File: src/rtl/pfc_pkg.sv
package pfc_pkg;

  // Largest divisor is 2**DIV_LOG2_MAX clocks per tick.
  localparam int DIV_LOG2_MAX = 10;

  typedef enum logic [1:0] {
    OM_OFF     = 2'd0,
    OM_TOGGLE  = 2'd1,
    OM_PWM     = 2'd2,
    OM_PWM_INV = 2'd3
  } out_mode_e;

  // Low-bit mask of the free-running divider that must be all ones for a tick.
  function automatic logic [DIV_LOG2_MAX-1:0] div_mask(input logic [2:0] sel);
    case (sel)
      3'd2:    return DIV_LOG2_MAX'(7);
      3'd3:    return DIV_LOG2_MAX'(63);
      3'd4:    return DIV_LOG2_MAX'(255);
      3'd5:    return DIV_LOG2_MAX'(1023);
      default: return '0;
    endcase
  endfunction

  function automatic logic div_run(input logic [2:0] sel);
    return (sel >= 3'd1) && (sel <= 3'd5);
  endfunction

endpackage

File: src/rtl/pfc_prescale.sv
module pfc_prescale
  import pfc_pkg::*;
(
  input  logic       clk,
  input  logic       rst_n,
  input  logic [2:0] sel,
  output logic       tick
);
  logic [DIV_LOG2_MAX-1:0] div_q;
  logic [DIV_LOG2_MAX-1:0] mask;

  always_ff @(posedge clk or negedge rst_n) begin
    if (!rst_n) div_q <= '0;
    else        div_q <= div_q + 1'b1;
  end

  always_comb begin
    mask = div_mask(sel);
    tick = div_run(sel) && ((div_q & mask) == mask);
  end
endmodule

File: src/rtl/pfc_counter.sv
module pfc_counter #(
  parameter int W   = 16,
  parameter int NCH = 2
) (
  input  logic                    clk,
  input  logic                    rst_n,
  input  logic                    tick,
  input  logic                    top_src,
  input  logic [NCH-1:0]          cmp_we,
  input  logic [W-1:0]            cmp_wdata,
  input  logic                    cap_we,
  input  logic [W-1:0]            cap_wdata,
  output logic [W-1:0]            cnt_q,
  output logic                    step_up,
  output logic                    at_bottom,
  output logic                    top_hit,
  output logic [NCH-1:0][W-1:0]   eff_cmp
);
  logic [NCH-1:0][W-1:0] shad_q;
  logic [NCH-1:0][W-1:0] act_q;
  logic [W-1:0]          cap_q;
  logic [W-1:0]          top_val;
  logic                  up_q;
  logic                  past_top;
  logic                  parked;

  always_comb begin
    at_bottom = (cnt_q == '0);
    for (int i = 0; i < NCH; i++) begin
      // At BOTTOM the value about to be loaded governs the coming period.
      eff_cmp[i] = at_bottom ? shad_q[i] : act_q[i];
    end
    top_val  = top_src ? eff_cmp[0] : cap_q;
    past_top = (cnt_q >= top_val);
    top_hit  = (cnt_q == top_val);
    step_up  = at_bottom || (up_q && !past_top);
    parked   = at_bottom && (top_val == '0);
  end

  always_ff @(posedge clk or negedge rst_n) begin
    if (!rst_n) begin
      shad_q <= '0;
      act_q  <= '0;
      cap_q  <= '0;
      cnt_q  <= '0;
      up_q   <= 1'b1;
    end else begin
      for (int i = 0; i < NCH; i++) begin
        if (cmp_we[i]) shad_q[i] <= cmp_wdata;
      end
      if (cap_we) cap_q <= cap_wdata;
      if (tick) begin
        up_q <= step_up;
        if (!parked) cnt_q <= step_up ? cnt_q + 1'b1 : cnt_q - 1'b1;
        if (at_bottom) act_q <= shad_q;
      end
    end
  end
endmodule

File: src/rtl/pfc_wave.sv
module pfc_wave
  import pfc_pkg::*;
#(
  parameter int W = 16
) (
  input  logic         clk,
  input  logic         rst_n,
  input  logic         tick,
  input  logic [W-1:0] cnt,
  input  logic [W-1:0] cmp,
  input  logic         step_up,
  input  logic [1:0]   mode,
  output logic         pwm,
  output logic         hit_evt
);
  out_mode_e mode_e;
  logic      hit;
  logic      oc_q;

  always_comb begin
    mode_e = out_mode_e'(mode);
    hit    = tick && (cnt == cmp);
    pwm    = (mode_e == OM_OFF) ? 1'b0 : oc_q;
  end

  always_ff @(posedge clk or negedge rst_n) begin
    if (!rst_n) begin
      oc_q    <= 1'b0;
      hit_evt <= 1'b0;
    end else begin
      hit_evt <= hit;
      if (hit) begin
        case (mode_e)
          OM_TOGGLE:  oc_q <= ~oc_q;
          OM_PWM:     oc_q <= ~step_up;
          OM_PWM_INV: oc_q <= step_up;
          default:    oc_q <= oc_q;
        endcase
      end
    end
  end
endmodule

File: src/rtl/pfc_pwm_timer.sv
module pfc_pwm_timer #(
  parameter int W   = 16,
  parameter int NCH = 2
) (
  input  logic             clk,
  input  logic             rst_n,
  input  logic [2:0]       clk_sel,
  input  logic             top_src,
  input  logic [NCH-1:0]   cmp_we,
  input  logic [W-1:0]     cmp_wdata,
  input  logic             cap_we,
  input  logic [W-1:0]     cap_wdata,
  input  logic [2*NCH-1:0] com_mode,
  output logic [W-1:0]     count,
  output logic [NCH-1:0]   pwm_out,
  output logic             ovf_evt,
  output logic             top_evt,
  output logic [NCH-1:0]   cmp_evt
);
  logic                  tick;
  logic                  step_up;
  logic                  at_bottom;
  logic                  top_hit;
  logic [NCH-1:0][W-1:0] eff_cmp;

  pfc_prescale u_pre (
    .clk  (clk),
    .rst_n(rst_n),
    .sel  (clk_sel),
    .tick (tick)
  );

  pfc_counter #(.W(W), .NCH(NCH)) u_cnt (
    .clk      (clk),
    .rst_n    (rst_n),
    .tick     (tick),
    .top_src  (top_src),
    .cmp_we   (cmp_we),
    .cmp_wdata(cmp_wdata),
    .cap_we   (cap_we),
    .cap_wdata(cap_wdata),
    .cnt_q    (count),
    .step_up  (step_up),
    .at_bottom(at_bottom),
    .top_hit  (top_hit),
    .eff_cmp  (eff_cmp)
  );

  for (genvar g = 0; g < NCH; g++) begin : g_ch
    pfc_wave #(.W(W)) u_wave (
      .clk    (clk),
      .rst_n  (rst_n),
      .tick   (tick),
      .cnt    (count),
      .cmp    (eff_cmp[g]),
      .step_up(step_up),
      .mode   (com_mode[2*g +: 2]),
      .pwm    (pwm_out[g]),
      .hit_evt(cmp_evt[g])
    );
  end

  always_ff @(posedge clk or negedge rst_n) begin
    if (!rst_n) begin
      ovf_evt <= 1'b0;
      top_evt <= 1'b0;
    end else begin
      ovf_evt <= tick && at_bottom;
      top_evt <= tick && top_hit && !top_src;
    end
  end
endmodule

File: config.mk
export PLATFORM = sky130hd
export DESIGN_NAME = pfc_pwm_timer
export DESIGN_NICKNAME = d
export VERILOG_FILES = /design/src/rtl/pfc_pkg.sv /design/src/rtl/pfc_prescale.sv /design/src/rtl/pfc_counter.sv /design/src/rtl/pfc_wave.sv /design/src/rtl/pfc_pwm_timer.sv
export SDC_FILE = /design/constraint.sdc
export NUM_CORES = 1
export LEC_CHECK = 0
export BUFFER_PORTS_ARGS = -buffer_cell sky130_fd_sc_hd__buf_2
export CORE_MARGIN = 2
export CORE_UTILIZATION = 60
export CTS_CLUSTER_SIZE = 30
export DETAILED_ROUTE_END_ITERATION = 7
export GPL_ROUTABILITY_DRIVEN = 0
export GPL_TIMING_DRIVEN = 0
export HOLD_SLACK_MARGIN = 0.12
export PLACE_DENSITY = 0.9
export SLEW_MARGIN = 20
export SYNTH_ARGS = -nofsm -noshare
export SYNTH_HDL_FRONTEND = slang
export SYNTH_SLANG_ARGS = --single-unit
File: constraint.sdc
create_clock -name clk -period 6.6 [get_ports clk]
set_input_delay 1.32 -clock clk [delete_from_list [all_inputs] [get_ports clk]]
set_output_delay 1.32 -clock clk [all_outputs]
set_load 0.005 [all_outputs]
# Word level (Yosys, flattened, before mapping)
# Index checks and enable logic that the tools add are counted.
[classes]
n_addsub = 3
order_cmp = 3
n_eq_ne = 14
n_mux = 9
bitwise_logic = 5
reduce_logical = 22
[ops]
columns = ["operator", "n"]
rows = [
  ["16-bit two-way mux", 4],
  ["16-bit equality test", 3],
  ["10-bit one-hot mux with 4 select lines", 1],
  ["16-bit zero test", 2],
  ["16-bit by 1-bit adder with 16-bit output, second input constant", 1],
  ["16-bit greater-or-equal comparator", 1],
  ["16-bit by 1-bit subtractor with 16-bit output, second input constant", 1],
  ["10-bit by 1-bit adder with 10-bit output, second input constant", 1],
  ["10-bit bitwise AND", 1],
  ["10-bit equality test", 1],
  ["1-bit logical AND", 9],
  ["2-bit equality test, second input constant", 4],
  ["2-bit AND reduction", 4],
  ["3-bit by 2-bit equality test with 1-bit output, second input constant", 2],
  ["3-bit equality test, second input constant", 2],
  ["1-bit one-hot mux with 3 select lines", 2],
  ["3-bit nonzero test", 2],
  ["2-bit by 1-bit equality test with 1-bit output, second input constant", 2],
  ["2-bit zero test", 2],
  ["1-bit inverter", 4],
  ["3-bit by 1-bit greater-or-equal comparator with 1-bit output, second input constant", 1],
  ["3-bit less-or-equal comparator, second input constant", 1],
  ["1-bit zero test", 2],
  ["1-bit two-way mux", 2],
  ["1-bit logical OR", 1],
]
[word_totals]
ff_bits = 113
output_inout_bits = 22
word_cells = 70

# Depth between registers and ports, before layout
# Gate-level depths: netlist (run 1).
[depth]
depth_word = 9
mapped_depth = 25
mapped_depth_nobuf = 21

# Hierarchy
# A second synthesis (run 1) with hierarchy kept.
[hier_totals]
hier_cells = 615
hier_area_um2 = 6402.4
[by_module_without_submodules]
columns = ["module", "instances", "cells_each", "area_each_um2"]
rows = [
  ["pfc_counter", 1, 503, 5308.8],
  ["pfc_wave", 2, 34, 284.0],
  ["pfc_prescale", 1, 40, 460.4],
  ["pfc_pwm_timer", 1, 4, 65.1],
]

# Least setup slack after synthesis (run 1)
# Ideal clock, no wire load.
[synth_path]
path_type = "input to register"
start = "input port top_src"
end = "register u_cnt.cnt_q[14]"
t_arrival_ns = 5.291
required_ns = 6.470
path_slack_ns = 1.179
stages = 20
path_buffers = 2
path_cell_list = "clkbuf_1 > clkbuf_1 > nand2_1 > o21ai_0 > ha_1 > nor2b_1 > o21a_1 > o21ai_0 > a31oi_1 > o41ai_2 > inv_1 > ha_1 > nor2b_1 > o21ai_0 > a21boi_0 > a2bb2oi_1 > a31o_2 > and4_1 > o31ai_1 > o21ai_1"
[synth_between]
elab_chain_cells = 6
[synth_rtl]
columns = ["element", "line", "source"]
rows = [
  ["start: declaration", "pfc_pwm_timer.sv:8", "input logic top_src,"],
  ["16-bit two-way mux", "pfc_counter.sv:33", "top_val = top_src ? eff_cmp[0] : cap_q;"],
  ["16-bit greater-or-equal comparator", "pfc_counter.sv:34", "past_top = (cnt_q >= top_val);"],
  ["1-bit zero test", "pfc_counter.sv:36", "step_up = at_bottom || (up_q && !past_top);"],
  ["1-bit logical AND", "pfc_counter.sv:36", ""],
  ["1-bit logical OR", "pfc_counter.sv:36", ""],
  ["net g_ch[0].u_wave.step_up", "pfc_wave.sv:11", "input logic step_up,"],
  ["16-bit two-way mux", "pfc_counter.sv:54", "if (!parked) cnt_q <= step_up ? cnt_q + 1'b1 : cnt_q - 1'b1;"],
  ["end signal: assignment", "pfc_counter.sv:54", ""],
  ["end: declaration", "pfc_counter.sv:13", "output logic [W-1:0] cnt_q,"],
]
# The timed path passes the listed nets, and every way through them passes these cells.
# A chain may end at the register's enable or synchronous reset.

# Final worst setup path (run 1)
[layout_path]
start = "register u_cnt.cnt_q[10]"
end = "register u_cnt.cnt_q[15]"
[layout_between]
elab_chain_cells = 8
[layout_rtl]
columns = ["element", "line", "source"]
rows = [
  ["16-bit zero test", "pfc_counter.sv:28", "at_bottom = (cnt_q == '0);"],
  ["16-bit two-way mux", "pfc_counter.sv:31", "eff_cmp[i] = at_bottom ? shad_q[i] : act_q[i];"],
  ["16-bit two-way mux", "pfc_counter.sv:33", ""],
  ["16-bit greater-or-equal comparator", "pfc_counter.sv:34", ""],
  ["1-bit zero test", "pfc_counter.sv:36", ""],
  ["1-bit logical AND", "pfc_counter.sv:36", ""],
  ["1-bit logical OR *", "pfc_counter.sv:36", ""],
  ["net g_ch[0].u_wave.step_up", "pfc_wave.sv:11", ""],
  ["16-bit two-way mux *", "pfc_counter.sv:54", ""],
]
# Mark *: on every way through the listed nets, which the timed path passes. The rest lies on a longest branch.

==> results of run 1 <==
critical path: stages (launching register included):
cell        delay (ns)
dfrtp_1           0.57
nor4_1            0.43
nand4_2           0.19
buf_6             0.20
buf_2             0.24
clkbuf_2          0.28
nand2_1           0.14
o21ai_0           0.11
nand2_1           0.10
o21ai_0           0.10
ha_1              0.31
and4_1            0.24
nand3_1           0.09
nand3b_1          0.13
o41ai_4           0.39
buf_4             0.21
clkinvlp_4        0.08
buf_4             0.19
ha_1              0.30
a211oi_1          0.32
o2111ai_1         0.21
nand3_1           0.17
a21oi_1           0.10
o41ai_1           0.46
xor2_1            0.24
nand2_1           0.11
xnor2_1           0.16
cell families after synthesis:
logic type | count (synthesis)
xor gates and xnor gates | 32
AOI/OAI and AO/OA | 120
buffers and inverters | 56
and+or+nand+nor | 154
DFF | 113
muxes | 97
adders and majority gates | 32
cells in the final DEF, fill, tap and decap left out, types with 5 or more instances in the layout:
cell       instances
inv_1             26
and4_1             9
xnor2_1           17
mux2i_1           23
nor4_1            13
buf_2             66
nor2_1            19
clkbuf_1          13
clkbuf_16         16
o21ai_1            9
nand2b_1          10
ha_1              31
and2_1             7
buf_4              8
xor2_1            15
buf_6              5
o22ai_1            9
nand3_1            7
dfrtp_1          112
o21ai_0           37
nand2_1           51
mux2_2            74
a21oi_1           18
nor2b_1           13
power by group:
group	leakage (uW)	switching (uW)	total, uW	internal [uW]
logic	0.00195	775	1390	614
clock network	0.000256	336	831	494
registers	0.00141	201	981	779
total	0.00361	1310	3200	1890
sequential cells by signal (all words and copies together) (netlist names):
name / cells
g_ch.u_wave.oc_q: 2
u_cnt.shad_q: 32
u_cnt.act_q: 32
u_pre.div_q: 10
g_ch.u_wave.hit_evt: 2
u_cnt.up_q: 1
u_cnt.cap_q: 16
top_evt: 1
ovf_evt: 1
u_cnt.cnt_q: 16
area by class of cell:
cell class,instances,share of cell area [%]
Inverter,28,1.44
Clock buffer,17,5.47
Tap cell,136,2.25
Timing Repair Buffer,68,5.01
Clock inverter,13,1.54
Buffer,28,2.07
Multi-Input combinational cell,435,44.9
Sequential cell,113,37.4
cell usage after synthesis, types with 3 or more instances:
library cell	number	area share, %
a21o_1	4	0.46
a21oi_1	18	1.4
a31oi_1	3	0.29
and2_1	7	0.68
and4_1	9	1.2
buf_2	4	0.31
buf_4	4	0.46
buf_6	4	0.70
clkbuf_1	14	0.81
dfrtp_1	112	43
ha_1	31	6.0
inv_1	27	1.6
mux2_2	74	13
mux2i_1	23	3.6
nand2_1	51	3.0
nand2b_1	10	0.97
nand3_1	7	0.54
nand4_1	4	0.39
nor2_1	19	1.1
nor2b_1	13	1.3
nor3_1	4	0.31
nor4_1	13	1.3
nor4_2	3	0.58
nor4b_1	3	0.41
o2111ai_1	3	0.41
o211ai_1	4	0.46
o21ai_0	37	2.9
o21ai_1	9	0.70
o21bai_1	3	0.35
o221ai_1	3	0.41
o22ai_1	9	0.87
or4_1	3	0.35
xnor2_1	17	2.3
xor2_1	15	2.0
layer usage:
| layer | vias to the layer above | global-route usage (%) |
|---|---|---|
| li1 | 2382 | - |
| met1 | 2670 | 37.7 |
| met2 | 389 | 52.8 |
| met3 | 149 | 9.62 |
| met4 | 0 | 19.1 |
| met5 | - | 0 |
metrics by stage:
step	setup TNS, ns	hold slack (ns)
global placement	0	0.455
global route	0	0.501
finish	0	0.481
CTS	0	0.481
detailed placement	-0.0856	0.462
floorplan	0	0.438
worst max path at each step:
stage | startpoint | endpoint | slack [ns] | cells after the start
2_1_floorplan | top_src | u_cnt.cnt_q[14] | 1.18 | 20
4_1_cts | u_cnt.cnt_q[10] | u_cnt.cnt_q[14] | 0.18 | 23
3_3_place_gp | top_src | u_cnt.cnt_q[14] | 0.05 | 21
3_5_place_dp | top_src | u_cnt.cnt_q[14] | -0.09 | 21
5_1_grt | u_cnt.cnt_q[10] | u_cnt.cnt_q[14] | 0.09 | 26
6_report | u_cnt.cnt_q[10] | u_cnt.cnt_q[15] | 0.38 | 26
what timing repair did:
item                       in CTS  in global routing
setup buffers                   0                  4
resized for setup               1                  3
setup endpoints to repair       2                  4
pin swaps                       0                  1
hold endpoints to repair        0                  0
==> run summary, run 1 <==
Status -> complete, but fails checks
Failing checks -> DRC
Syn_nets -> 681
CTS Sinks -> 113
Power Dens Cells -> 423 nW/um^2
DP HPWL -> 12,600 um
Hold_sp -> u_pre.div_q[9]
Vias -> 5,590
Final Hold Viols -> 0
Synthesized instance count -> 604
CTS Buffer Depth -> 2
Number of global-route vias before repair -> 5,734
Initial antenna violation count -> 0
DRT Wirelength -> 18,100 um
Count of pins over their slew limit -> 0
Metal2 WL -> 8780 um
GR Overflow Total -> 0
CTS tree -> yes
Leakage -> 0.00361 uW
Core Footprint -> 10,400 um^2
Area Overhead vs Synth -> 16.9%
WL met1 -> 6540 um
Max-Cap Viols -> 0
Worst setup EP type -> flip-flop
Initial Util -> 62.2%
Max rail drop VDD -> 0.292 mV
Dpl ws -> -0.0856 ns
Largest net degree at the start of global routing -> 72
RSZ-0062 raised after global routing -> false
Sequential standard cell area -> 2830 um^2
Io pins -> 67
Critical-path maximum fanout -> 13
Met3 Wirelength -> 1740 um
Layout cells sized above 1 -> 28.2%
# port buffers -> 63
EDFF count, synth -> 0
Placed Instances -> 804
Netlist cell types -> 62
Post-Syn Area per Cell -> 10.7 um^2
Max_slew headroom -> 50.7%
Setup violators final -> 0
Std cell rows -> 37
Iter 0 DRT Violations -> 633
Fin nets -> 768
Worst Max-Slew Pin Slew -> 0.729 ns
Class of the worst hold path -> reg2reg
Die area -> 11,600 um^2
First-pass GRT wire length -> 28,600 um
Fillers -> 667
Die height -> 108 um
Multi-input logic area -> 3400 um^2
Hold-fix buffers at CTS -> 0
Reg-to-Reg Start -> u_cnt.cnt_q[10]
Global router's overall resource usage -> 32.4%
FFs w/ async S/R, synth -> 100%
Startpoint type of the worst setup path -> flip-flop
Final setup margin -> 0.377 ns
DRT Pass-1 Iters -> 8
Reg-to-Reg End -> u_cnt.cnt_q[15]
Die X -> 108 um
DR vias/cell -> 6.67
Clk_lat worst skew -> 0.52 ns
Critical Path RT -> 6.98 ns
Period Utilization, post-route -> 94.3%
Yosys warnings -> 0
WP data arrival -> 6.61 ns
Placed cell areas -> 6990 um^2
H-Tree Level Count -> 4
Mux cell area share after synthesis -> 16.4%
Post-synthesis compound-gate area fraction -> 12.1%
Reg clk slew, reported paths -> 0.06 ns
Main combinational cell family by area after synthesis -> multiplexers
DRC Markers -> 3
Sequential area share after synthesis -> 43.7%
Kind of critical path -> reg2reg
WL/cell -> 21.7 um
Min Tclk post-route -> 6.22 ns
Finished layout cell area -> 7570 um^2
Final Util -> 72.7%
Post-synth top flop -> dfrtp_1
Fin cells -> 838
Synth Area in XOR/XNOR -> 4.33%
Setup Skew -> 0.0125 ns
ANT cells -> 0
Post-route total power -> 3200 uW
Path depth of the worst reg2reg path -> 26
Highest clock rate -> 0.161 GHz
Synth Cell Area -> 6470 um^2
CTS root buf -> clkbuf_8
Post-synthesis simple-gate area fraction -> 13.2%
Worst hold path depth -> 1
DRT antenna net count -> 0
Highest routed layer -> met4
Adder-cell share of the synthesized area -> 6.30%
Hold EP -> u_pre.div_q[9]
CTS buffer count -> 17
#FFs+latches synth -> 113
FF-to-FF setup slack -> 0.38 ns
(Power assumes the default switching activity.)
==> run 2, diff against run 1 <==
--- a/config.mk
+++ b/config.mk
@@ -7,14 +7,13 @@
 export LEC_CHECK = 0
 export BUFFER_PORTS_ARGS = -buffer_cell sky130_fd_sc_hd__buf_2
 export CORE_MARGIN = 2
-export CORE_UTILIZATION = 60
+export CORE_UTILIZATION = 56
 export CTS_CLUSTER_SIZE = 30
 export DETAILED_ROUTE_END_ITERATION = 7
 export GPL_ROUTABILITY_DRIVEN = 0
 export GPL_TIMING_DRIVEN = 0
 export HOLD_SLACK_MARGIN = 0.12
-export PLACE_DENSITY = 0.9
-export SLEW_MARGIN = 20
+export PLACE_DENSITY = 0.85
 export SYNTH_ARGS = -nofsm -noshare
 export SYNTH_HDL_FRONTEND = slang
 export SYNTH_SLANG_ARGS = --single-unit
==> run 2 against run 1 <==
  * The run now ends clean
  * Clock skew is 0.0044 ns lower
  * Via count is 2.6% lower
  * Core utilization is 4.9 points lower
  * Largest power group unchanged
  * Count of clock-buffer cells in the layout is 4 higher
  * Flip-flop and latch count stayed put
  * Total power is 5.5% higher
  * Critical path depth is 3 lower
  * Register-to-register slack better by 0.15 ns
  * First-iteration DRC count is 12% lower
  * Clock power is 25% higher
==> run summary, run 2 (same netlist as run 1, synthesis figures left out) <==
First-pass GRT wire length -> 28,500 um (-0.31%)
CTS Sinks -> 113 (unchanged)
Sequential standard cell area -> 2830 um^2 (unchanged)
Std cell rows -> 39 (+5.4%)
Count of pins over their slew limit -> 0 (unchanged)
Highest clock rate -> 0.165 GHz (+2.5%)
Layout cells sized above 1 -> 28.0% (-0.18 points)
Max_slew headroom -> 45.4% (-5.3 points)
DP HPWL -> 12,600 um (-0.45%)
RSZ-0062 raised after global routing -> false
Final Hold Viols -> 0 (unchanged)
Core Footprint -> 11,400 um^2 (+9.2%)
Hold-fix buffers at CTS -> 0 (unchanged)
Post-route total power -> 3380 uW (+5.5%)
Worst setup EP type -> flip-flop
CTS root buf -> clkbuf_16
Initial antenna violation count -> 0 (unchanged)
Worst Max-Slew Pin Slew -> 0.819 ns (+0.0898 ns)
Min Tclk post-route -> 6.07 ns (-0.150 ns)
H-Tree Level Count -> 4 (unchanged)
Class of the worst hold path -> reg2reg
Critical-path maximum fanout -> 15 (+2)
DRT antenna net count -> 0 (unchanged)
Period Utilization, post-route -> 92.0% (-2.3 points)
Max rail drop VDD -> 0.271 mV (-7.3%)
# port buffers -> 63 (unchanged)
Vias -> 5,444 (-2.6%)
CTS tree -> yes
Startpoint type of the worst setup path -> flip-flop
Reg clk slew, reported paths -> 0.05 ns (about the same)
Multi-input logic area -> 3400 um^2 (unchanged)
Iter 0 DRT Violations -> 558 (-12%)
Most common cell after layout, fill and taps aside -> dfrtp_1
DRT Pass-1 Iters -> 8 (unchanged)
WP data arrival -> 6.37 ns (-0.24 ns)
FF-to-FF setup slack -> 0.53 ns (+0.15 ns)
Setup Skew -> 0.00813 ns (-0.00441 ns)
WL/cell -> 20.9 um (-3.3%)
Fin cells -> 846 (+0.95%)
Fillers -> 800 (+20%)
Die height -> 112 um (+3.4%)
Kind of critical path -> reg2reg
DRT Wirelength -> 17,700 um (-2.4%)
Initial Util -> 56.9% (-5.2 points)
Top flop regs -> u_cnt.act_q (32), u_cnt.shad_q (32)
Largest net degree at the start of global routing -> 65 (-9.7%)
CTS Buffer Depth -> 2 (unchanged)
CTS buffer count -> 17 (unchanged)
Io pins -> 67 (unchanged)
Status -> completed
Placed Instances -> 811 (+0.87%)
Max-Cap Viols -> 0 (unchanged)
Leakage -> 0.00368 uW (+1.9%)
Die area -> 12,400 um^2 (+6.9%)
Fin nets -> 767 (-0.13%)
Most frequent cells in the layout -> 112 x dfrtp_1, 74 x mux2_2, 66 x buf_2, 51 x nand2_1, 37 x o21ai_0
Setup violators final -> 0 (unchanged)
Critical Path RT -> 6.89 ns (-0.09 ns)
Clk_lat worst skew -> 0.43 ns (-0.09 ns)
DR vias/cell -> 6.43 (-3.5%)
Area Overhead vs Synth -> 19.0%
Die X -> 112 um (+3.4%)
ANT cells -> 0 (unchanged)
Global router's overall resource usage -> 29.6% (-2.8 points)
DRC Markers -> 0 (-3)
Power Dens Cells -> 439 nW/um^2 (+3.7%)
Number of global-route vias before repair -> 5,564 (-3.0%)
GR Overflow Total -> 0 (unchanged)
-- run 2: cell types whose count changed in the layout (fill, tap and decap cells not counted), sizes merged --
cell	delta
buf	-1
clkinvlp	-3
bufinv	+5
clkinv	-3
clkbuf	+4
inv	-1
-- run 2: path summary, 6_finish.rpt --
| path | startpoint | end | cells past startpoint |
|---|---|---|---|
| max in group asynchronous | rst_n | u_cnt.up_q | 2 |
| setup reg to reg | u_cnt.cnt_q[10] | u_cnt.cnt_q[14] | 23 |
| setup / recovery | u_cnt.cnt_q[10] | u_cnt.cnt_q[14] | 23 |
| min in group asynchronous | rst_n | ovf_evt | 1 |
| hold reg to reg | u_pre.div_q[6] | u_pre.div_q[6] | 1 |
| hold / removal | u_pre.div_q[6] | u_pre.div_q[6] | 1 |
-- run 2: worst max-delay path, stage by stage, from the launching register on --
cell       delay [ns]
dfrtp_1          0.58
nor4_1           0.41
nand4_2          0.21
buf_6            0.20
buf_2            0.24
clkbuf_2         0.27
mux2i_1          0.28
nand2_1          0.10
o21ai_0          0.11
ha_1             0.28
and4_1           0.23
nand3_1          0.09
nand3b_1         0.13
o41ai_4          0.48
inv_2            0.24
ha_1             0.39
nor2b_1          0.15
o21ai_0          0.24
a21boi_0         0.22
a2bb2oi_1        0.21
a31o_2           0.30
and4_1           0.20
o31ai_1          0.25
o21ai_1          0.10
-- run 2: repair_timing --
item                       CTS  global route
gates resized for setup      1             3
pin swaps                    0             1
buffers inserted             0             3
setup endpoints to repair    1             6
-- run 2: report_power, final --
group	switching [uW]	leakage [uW]	internal, uW
clock network	320	0.000327	724
registers	200	0.00141	780
logic	748	0.00194	606
total	1270	0.00368	2110
-- run 2: cell type report --
type                       count  share of cell area, %
timing repair buffer          67                   4.78
buffer                        28                   2.03
inverter                      28                   1.36
clock buffer                  21                   5.98
tap                          143                   2.32
sequential                   113                   36.7
multi-input combinational    435                   44.1
clock inverter                11                   2.70
-- run 2: layer usage --
layer	up-vias	part of all wire (%)	wire, um	global-route usage (%)
met2	350	47	8380	47.3
li1	2382	-	-	-
met4	0	5.6	1000	17.5
met1	2614	38	6700	36.7
met3	98	9.2	1630	7.24
met5	-	0	0	0
-- run 2: stage by stage --
step / util, % / hold WS [ns] / setup WS, ns / area [um^2] / setup TNS (ns)
final: 67.7 / 0.471 / 0.526 / 7700 / 0
after CTS: 67.4 / 0.477 / 0.170 / 7670 / 0
after floorplan: - / 0.438 / 1.18 / 6470 / 0
after global routing: 67.7 / 0.509 / 0.132 / 7700 / 0
after global placement: 61.3 / 0.453 / 0.140 / 6970 / 0
after detailed placement: 61.6 / 0.468 / -0.0171 / 7000 / -0.0171
